**src/rtl/out_gate_pkg.sv**
```systemverilog
package out_gate_pkg;
  typedef struct packed {
    logic enable;
    logic overvolt;
    logic undervolt;
  } glob_cond_t;

  localparam int GLOB_W = $bits(glob_cond_t);

  function automatic logic glob_permit(glob_cond_t c);
    return c.enable & ~c.overvolt & ~c.undervolt;
  endfunction
endpackage

```
**src/rtl/og_sync.sv**
```systemverilog
module og_sync #(
  parameter int WIDTH  = 1,
  parameter int STAGES = 2
) (
  input  logic             clk_i,
  input  logic             rst_ni,
  input  logic [WIDTH-1:0] d_i,
  output logic [WIDTH-1:0] q_o
);
  logic [WIDTH-1:0] stg [STAGES];

  for (genvar s = 0; s < STAGES; s++) begin : g_stage
    always_ff @(posedge clk_i or negedge rst_ni) begin
      if (!rst_ni) stg[s] <= '0;
      else if (s == 0) stg[s] <= d_i;
      else stg[s] <= stg[(s > 0) ? s - 1 : 0];
    end
  end

  assign q_o = stg[STAGES-1];
endmodule

```
**src/rtl/og_cmd_reg.sv**
```systemverilog
module og_cmd_reg #(
  parameter int N_CH = 8
) (
  input  logic            clk_i,
  input  logic            rst_ni,
  input  logic            clr_i,
  input  logic            load_i,
  input  logic [N_CH-1:0] cmd_i,
  output logic [N_CH-1:0] cmd_o
);
  always_ff @(posedge clk_i or negedge rst_ni) begin
    if (!rst_ni)     cmd_o <= '0;
    else if (clr_i)  cmd_o <= '0;   // undervoltage acts as sync reset, wins over load
    else if (load_i) cmd_o <= cmd_i;
  end

  assert_uv_clears_cmd_R6: assert property (@(posedge clk_i) disable iff (!rst_ni)
    clr_i |=> cmd_o == '0);
  assert_cmd_held_R2: assert property (@(posedge clk_i) disable iff (!rst_ni)
    (!load_i && !clr_i) |=> $stable(cmd_o));
endmodule

```
**src/rtl/og_channel.sv**
```systemverilog
module og_channel (
  input  logic clk_i,
  input  logic rst_ni,
  input  logic req_i,
  input  logic therm_i,
  input  logic permit_i,
  input  logic uv_i,
  output logic drive_o,
  output logic flt_o
);
  always_ff @(posedge clk_i or negedge rst_ni) begin
    if (!rst_ni) begin
      drive_o <= 1'b0;
      flt_o   <= 1'b0;
    end else begin
      drive_o <= req_i & permit_i & ~therm_i;
      flt_o   <= therm_i & ~uv_i;
    end
  end

  assert_therm_off_R7: assert property (@(posedge clk_i) disable iff (!rst_ni)
    therm_i |=> !drive_o);
  assert_therm_flag_R9: assert property (@(posedge clk_i) disable iff (!rst_ni)
    (therm_i && !uv_i) |=> flt_o);
  assert_uv_no_flt_R6: assert property (@(posedge clk_i) disable iff (!rst_ni)
    uv_i |=> !flt_o);
endmodule

```
**src/rtl/out_gate.sv**
```systemverilog
module out_gate
  import out_gate_pkg::*;
#(
  parameter int N_CH        = 8,
  parameter int SYNC_STAGES = 2,
  parameter int PWM_CH_A    = 4,
  parameter int PWM_CH_B    = 5
) (
  input  logic            clk_i,
  input  logic            rst_ni,
  input  logic [N_CH-1:0] cmd_i,
  input  logic            cmd_load_i,
  input  logic [1:0]      pwm_i,
  input  logic            en_i,
  input  logic            ov_i,
  input  logic            uv_i,
  input  logic [N_CH-1:0] therm_i,
  output logic [N_CH-1:0] drive_o,
  output logic [N_CH-1:0] otemp_flt_o
);
  localparam int ASYNC_W = N_CH + 2 + GLOB_W;

  logic [ASYNC_W-1:0] async_s;
  logic [N_CH-1:0]    therm_s;
  logic [1:0]         pwm_s;
  glob_cond_t         glob_s;
  logic               permit;
  logic [N_CH-1:0]    cmd_q;
  logic [N_CH-1:0]    req;

  og_sync #(.WIDTH(ASYNC_W), .STAGES(SYNC_STAGES)) u_sync (
    .clk_i (clk_i),
    .rst_ni(rst_ni),
    .d_i   ({therm_i, pwm_i, en_i, ov_i, uv_i}),
    .q_o   (async_s)
  );

  assign {therm_s, pwm_s, glob_s} = async_s;
  assign permit = glob_permit(glob_s);

  og_cmd_reg #(.N_CH(N_CH)) u_cmd (
    .clk_i (clk_i),
    .rst_ni(rst_ni),
    .clr_i (glob_s.undervolt),
    .load_i(cmd_load_i),
    .cmd_i (cmd_i),
    .cmd_o (cmd_q)
  );

  for (genvar i = 0; i < N_CH; i++) begin : g_ch
    if (i == PWM_CH_A) begin : g_pwm_a
      assign req[i] = cmd_q[i] | pwm_s[0];
    end else if (i == PWM_CH_B) begin : g_pwm_b
      assign req[i] = cmd_q[i] | pwm_s[1];
    end else begin : g_plain
      assign req[i] = cmd_q[i];
    end

    og_channel u_ch (
      .clk_i   (clk_i),
      .rst_ni  (rst_ni),
      .req_i   (req[i]),
      .therm_i (therm_s[i]),
      .permit_i(permit),
      .uv_i    (glob_s.undervolt),
      .drive_o (drive_o[i]),
      .flt_o   (otemp_flt_o[i])
    );
  end

  assert_en_low_off_R4: assert property (@(posedge clk_i) disable iff (!rst_ni)
    !glob_s.enable |=> drive_o == '0);
  assert_ov_off_R5: assert property (@(posedge clk_i) disable iff (!rst_ni)
    glob_s.overvolt |=> drive_o == '0);
  assert_uv_off_R6: assert property (@(posedge clk_i) disable iff (!rst_ni)
    glob_s.undervolt |=> (drive_o == '0 && otemp_flt_o == '0));
  assert_reset_state_R1: assert property (@(posedge clk_i)
    !rst_ni |=> (drive_o == '0 && otemp_flt_o == '0));
endmodule

```
**config.mk**
```make
export PLATFORM = sky130hd
export DESIGN_NAME = out_gate
export DESIGN_NICKNAME = d
export VERILOG_FILES = /design/src/rtl/out_gate_pkg.sv /design/src/rtl/og_sync.sv /design/src/rtl/og_cmd_reg.sv /design/src/rtl/og_channel.sv /design/src/rtl/out_gate.sv
export SDC_FILE = /design/constraint.sdc
export NUM_CORES = 1
export LEC_CHECK = 0
export ABC_AREA = 0
export BUFFER_PORTS_ARGS = -buffer_cell sky130_fd_sc_hd__buf_2
export CAP_MARGIN = 10
export CORE_MARGIN = 1.5
export CORE_UTILIZATION = 46
export CTS_CLUSTER_DIAMETER = 200
export DETAILED_ROUTE_END_ITERATION = 8
export GPL_ROUTABILITY_DRIVEN = 0
export GPL_TIMING_DRIVEN = 0
export PLACE_DENSITY = 0.78
export SYNTH_ARGS = -nofsm -noshare
export SYNTH_HDL_FRONTEND = slang
export SYNTH_HIERARCHICAL = 1
export SYNTH_SLANG_ARGS = --single-unit
```
**constraint.sdc**
```tcl
create_clock -name clk_i -period 0.95 [get_ports clk_i]
set_input_delay 0.0475 -clock clk_i [delete_from_list [all_inputs] [get_ports clk_i]]
set_output_delay 0.0475 -clock clk_i [all_outputs]
set_load 0.02 [all_outputs]
```
Word level (Yosys, flattened, before mapping):

Cells that the tools add are included.

* add/sub/neg operators: 0
* $lt $le $gt $ge: 0
* eq/ne operators: 0
* multipliers: 0
* shifts and indexed selects: 0
* divide/modulo/power cells: 0
* bitwise operators: 38
* mux-type cells: 2
* reduce and logical (&&, ||, !) cells: 1

Operators by type and width (count)
* 1-bit AND: 26
* 8-bit 2-to-1 mux: 2
* 1-bit NOT: 10
* 1-bit bitwise OR: 2
* 2-bit nonzero test: 1

* ROM bits: 0
* register bits: 50
* RAM bits: 0
* bits in latches: 0
* input bits: 24
* memories: 0

Depth between registers and ports, before layout:

* depth after elaboration: 5
* gate-level depth with buffers: 3
* gate-level depth less buffers: 2

Hierarchy:

Netlist, hierarchy kept.

By module, submodules not included
* og_sync: area an instance 748.2 µm², cells an instance 39, instances 1
* og_channel: area an instance 65.1 µm², cells an instance 4, instances 8
* og_cmd_reg: area an instance 325.3 µm², cells an instance 26, instances 1
* out_gate: area an instance 25.0 µm², cells an instance 3, instances 1

Least setup slack after synthesis:

Ideal clock, no wire load.

* path kind: reg2reg
* from: reg u_sync.stg (netlist bit u_sync/q_o[0])
* to: reg g_ch[0].u_ch.drive_o
* path buffers: 1
* cell stages (with the launch flop): 4
* period minus slack after synthesis: 0.995 ns
* setup slack: -0.045 ns
* data required time: 0.883 ns
* data arrival time: 0.928 ns
* cells stage by stage: dfrtp_1 > buf_4 > nor3b_2 > and3b_1

* longest elaborated chain between the ends: 4

RTL lines
* start: declaration: line og_sync.sv:10 `logic [WIDTH-1:0] stg [STAGES];`
* start signal: indexed assignment: line og_sync.sv:15 `else if (s == 0) stg[s] <= d_i;`
* start signal: indexed assignment: line og_sync.sv:16 `else stg[s] <= stg[(s > 0) ? s - 1 : 0];`
* 1-bit NOT: line out_gate_pkg.sv:11 `return c.enable & ~c.overvolt & ~c.undervolt;`
* 1-bit AND: line out_gate_pkg.sv:11
* net permit: line out_gate.sv:27 `logic permit;`
* 1-bit AND (2 in a row): line og_channel.sv:16 `drive_o <= req_i & permit_i & ~therm_i;`
* end signal: assignment: line og_channel.sv:16
* end: declaration: line og_channel.sv:8 `output logic drive_o,`

The timed path passes the listed nets, and every way through them passes these cells.
A chain may end at the register's enable or synchronous reset.

Worst setup path in the final report:

* from: reg u_sync.stg (netlist bit u_sync/q_o[0])
* to: reg g_ch[5].u_ch.drive_o

* longest elaborated chain between the ends: 4

RTL lines (line)
* 1-bit NOT: out_gate_pkg.sv:11
* 1-bit AND: out_gate_pkg.sv:11
* net permit: out_gate.sv:27
* 1-bit AND (2 in a row): og_channel.sv:16
* end signal: assignment: og_channel.sv:16
* end: declaration: og_channel.sv:8

The timed path passes the listed nets, and every way through them passes these cells.

==> run metrics <==
CP Cell Sequence nor3b_4 -> buf_4 -> and3b_1; slowest CP cell dfrtp_2; Port Buffer Count 38; CP Data Arrival Time between 1 and 1.5 ns; Die H ~62 um; Post-DP HPWL 1640 um; Avg Cell Area, Syn ~16 sq um; cell count after synthesis 100; Finish-stage setup viols 9; Max clock buf depth 2; Fin. Hold Viols 50; CTS H-tree depth 2; Synth area leaders dfrtp_1, buf_4, mux2i_1; final worst slack -0.130 ns; Leak ~1.2 nW; detailed-route DRC error count 0; fmax 926 MHz; via density per instance ~4.5; failing checks negative hold slack, negative setup slack; remaining antenna violation count 0; Slew Viols, Final 0; cts hold-fix bufs 21; clock root cell clkbuf_4; critical path fanouts, max 3; power share of the sequential group a little over half; clk_lat worst skew between 0.3 and 0.4 ns; Least-Margin Pin Slew 1.03 ns; fin area between 2000 and 2500 sq um; Clock power frac between 30% and 40%; Rows 21; RSZ-0062 raised after global routing true; max_slew headroom roughly 31%; proportion of synthesized chip area in sequential cells 77.3%; Critical Path End Type flip-flop; Multi-input gate area between 200 and 300 sq um; dpl cell area 1880 sq um; Tot GR Track Use ~17%; Post-layout nets approximately 190; first-pass GRT wire length roughly 4600 um; post-synth top area share ~77%; Worst Hold Class input pin to asynchronous set/reset pin; CTS sink count 50; P_sw between 800 and 900 uW; Cell Area, Synth 1620 sq um; Core ar. approximately 3400 sq um; routed len/inst 13.6 um; Switching Fraction about a fifth; CTS clock-pin slew for the worst setup and hold paths around 0.14 ns; Final Non-Filler Cells 217; YS warnings 6; Via Count a little under 1000; Num CTS Buffers 5; Placed Cells between 150 and 200; Fillers 245; crit share post-route 114%; synthesis-to-finish area growth 46.8%; CTS tree built; antenna violations before repair 0; Die X around 62 um; MaxCap Viol Count 0; synth unique cells 10; largest net degree at the start of global routing 51; DIE AREA 3880 sq um; CP Data Required Time 1.25 ns; final WL a little under 3000 um; # diodes 0; combinational cell fraction of total power 9.5%; clock skew 0.0103 ns; Worst path max stage delay between 0.4 and 0.5 ns; Setup CP Type flip-flop to flip-flop; Pint about 3.3 mW; leading area contributor after synthesis dfrtp_1; WHS -0.149 ns; status complete, but fails checks; P per Cell Area 1760 nW/um^2; Synth Register Bits 50; register area 1250 sq um; Peak VDD IR about 0.0012 V; element type at the critical path start flip-flop; vias in the first global route 1037; Final TNS setup -0.810 ns; Starting Density 48.1%; gr ovfl total 0; DR pass1 iterations 2; fin crit period 1.08 ns; Initial DRC Count 12; Net Count, Synth 124; I/O pins 40; share of cells above drive strength 1 a little over two fifths
-- placed cells by master (no fill, tap or decap), drive strengths merged --
cell type     n
dfrtp        50
and3b         8
dlygate4sd3  21
nor3b         1
or2           2
nor2b         8
bufinv        2
clkbuf        6
mux2i         8
nor2          8
buf          57
-- cell families after synthesis --
family | synth area share [%]
AND/OR/NAND/NOR | 10.8
multiplexers | 4.95
flip-flops | 77.3
buffers and inverters | 6.95
-- cell usage after synthesis --
cell type and count:
nor2b_1 8, dfrtp_1 50, mux2i_1 8, and3b_1 8, buf_6 1, or2_1 2
buf_1 1, nor2_1 8, nor3b_2 1, buf_4 13
-- path summary, 6_finish.rpt --
kind | cells after the start | slack [ns] | end | startpoint
min | 1 | -0.15 | u_sync/stg[20] | rst_ni
max in group asynchronous | 1 | 0.40 | u_sync/q_o[0] | rst_ni
min in group clk_i | 3 | 0.04 | u_cmd/cmd_o[4] | cmd_load_i
max reg2reg | 3 | -0.13 | g_ch[5].u_ch/drive_o | u_sync/q_o[0]
max | 3 | -0.13 | g_ch[5].u_ch/drive_o | u_sync/q_o[0]
min reg2reg | 0 | 0.36 | u_sync/q_o[10] | u_sync/stg[23]
-- critical path: cells and delay by family, from the launching register on --
family / cells / cell delay (ns)
flip-flops: 1 / 0.46
AND/OR/NAND/NOR: 2 / 0.40
buffers and inverters: 1 / 0.16
-- per-stage QoR --
stage	hold WS (ns)	setup slack (ns)	utilization, %	power [mW]
after global placement	0.156	-0.156	55.8	2.54
after global routing	-0.0933	-0.171	70.7	4.36
after CTS	-0.119	-0.169	68.2	4.18
after detailed placement	0.157	-0.216	55.8	2.57
after floorplan	-0.248	0.00684	-	2.43
final	-0.149	-0.130	70.7	4.19
-- per-layer routing --
layer	part of all wire [%]	up-vias	global-route usage, %	wire, um
met1	37	479	17.7	1110
met5	0	-	0	0
met3	3.5	14	4.17	104
met4	5.0	0	12.2	148
li1	-	446	-	-
met2	54	30	28.4	1600
-- sequential cells by signal, indices dropped and copies added (netlist names) --
name and count:
g_ch.u_ch/drive_o 8, u_sync/stg 13, u_sync/q_o 13, g_ch.u_ch/flt_o 8
u_cmd/cmd_o 8
-- power groups by stage --
stage / sequential (mW) / combinational, mW / clock, mW
floorplan: 2.31 / 0.115 / 0
global placement: 2.29 / 0.258 / 0
detailed placement: 2.29 / 0.271 / 0
CTS: 2.26 / 0.362 / 1.57
global route: 2.27 / 0.427 / 1.66
finish: 2.26 / 0.397 / 1.53
-- final cells by class --
type | count | area share, %
clock inverters | 2 | 2.53
clock buffers | 6 | 2.16
repair buffers | 65 | 22.8
plain buffers | 13 | 4.79
well taps | 46 | 2.42
multi-input cells | 35 | 12.6
flip-flops and latches | 50 | 52.7
-- what timing repair did --
action	in CTS	in global routing
resized for setup	19	30
endpoints found under the setup margin	25	31
pin swaps	1	1
setup buffers	5	1
hold endpoints to repair	71	50
Note: power is estimated with default switching activity, not from simulation.
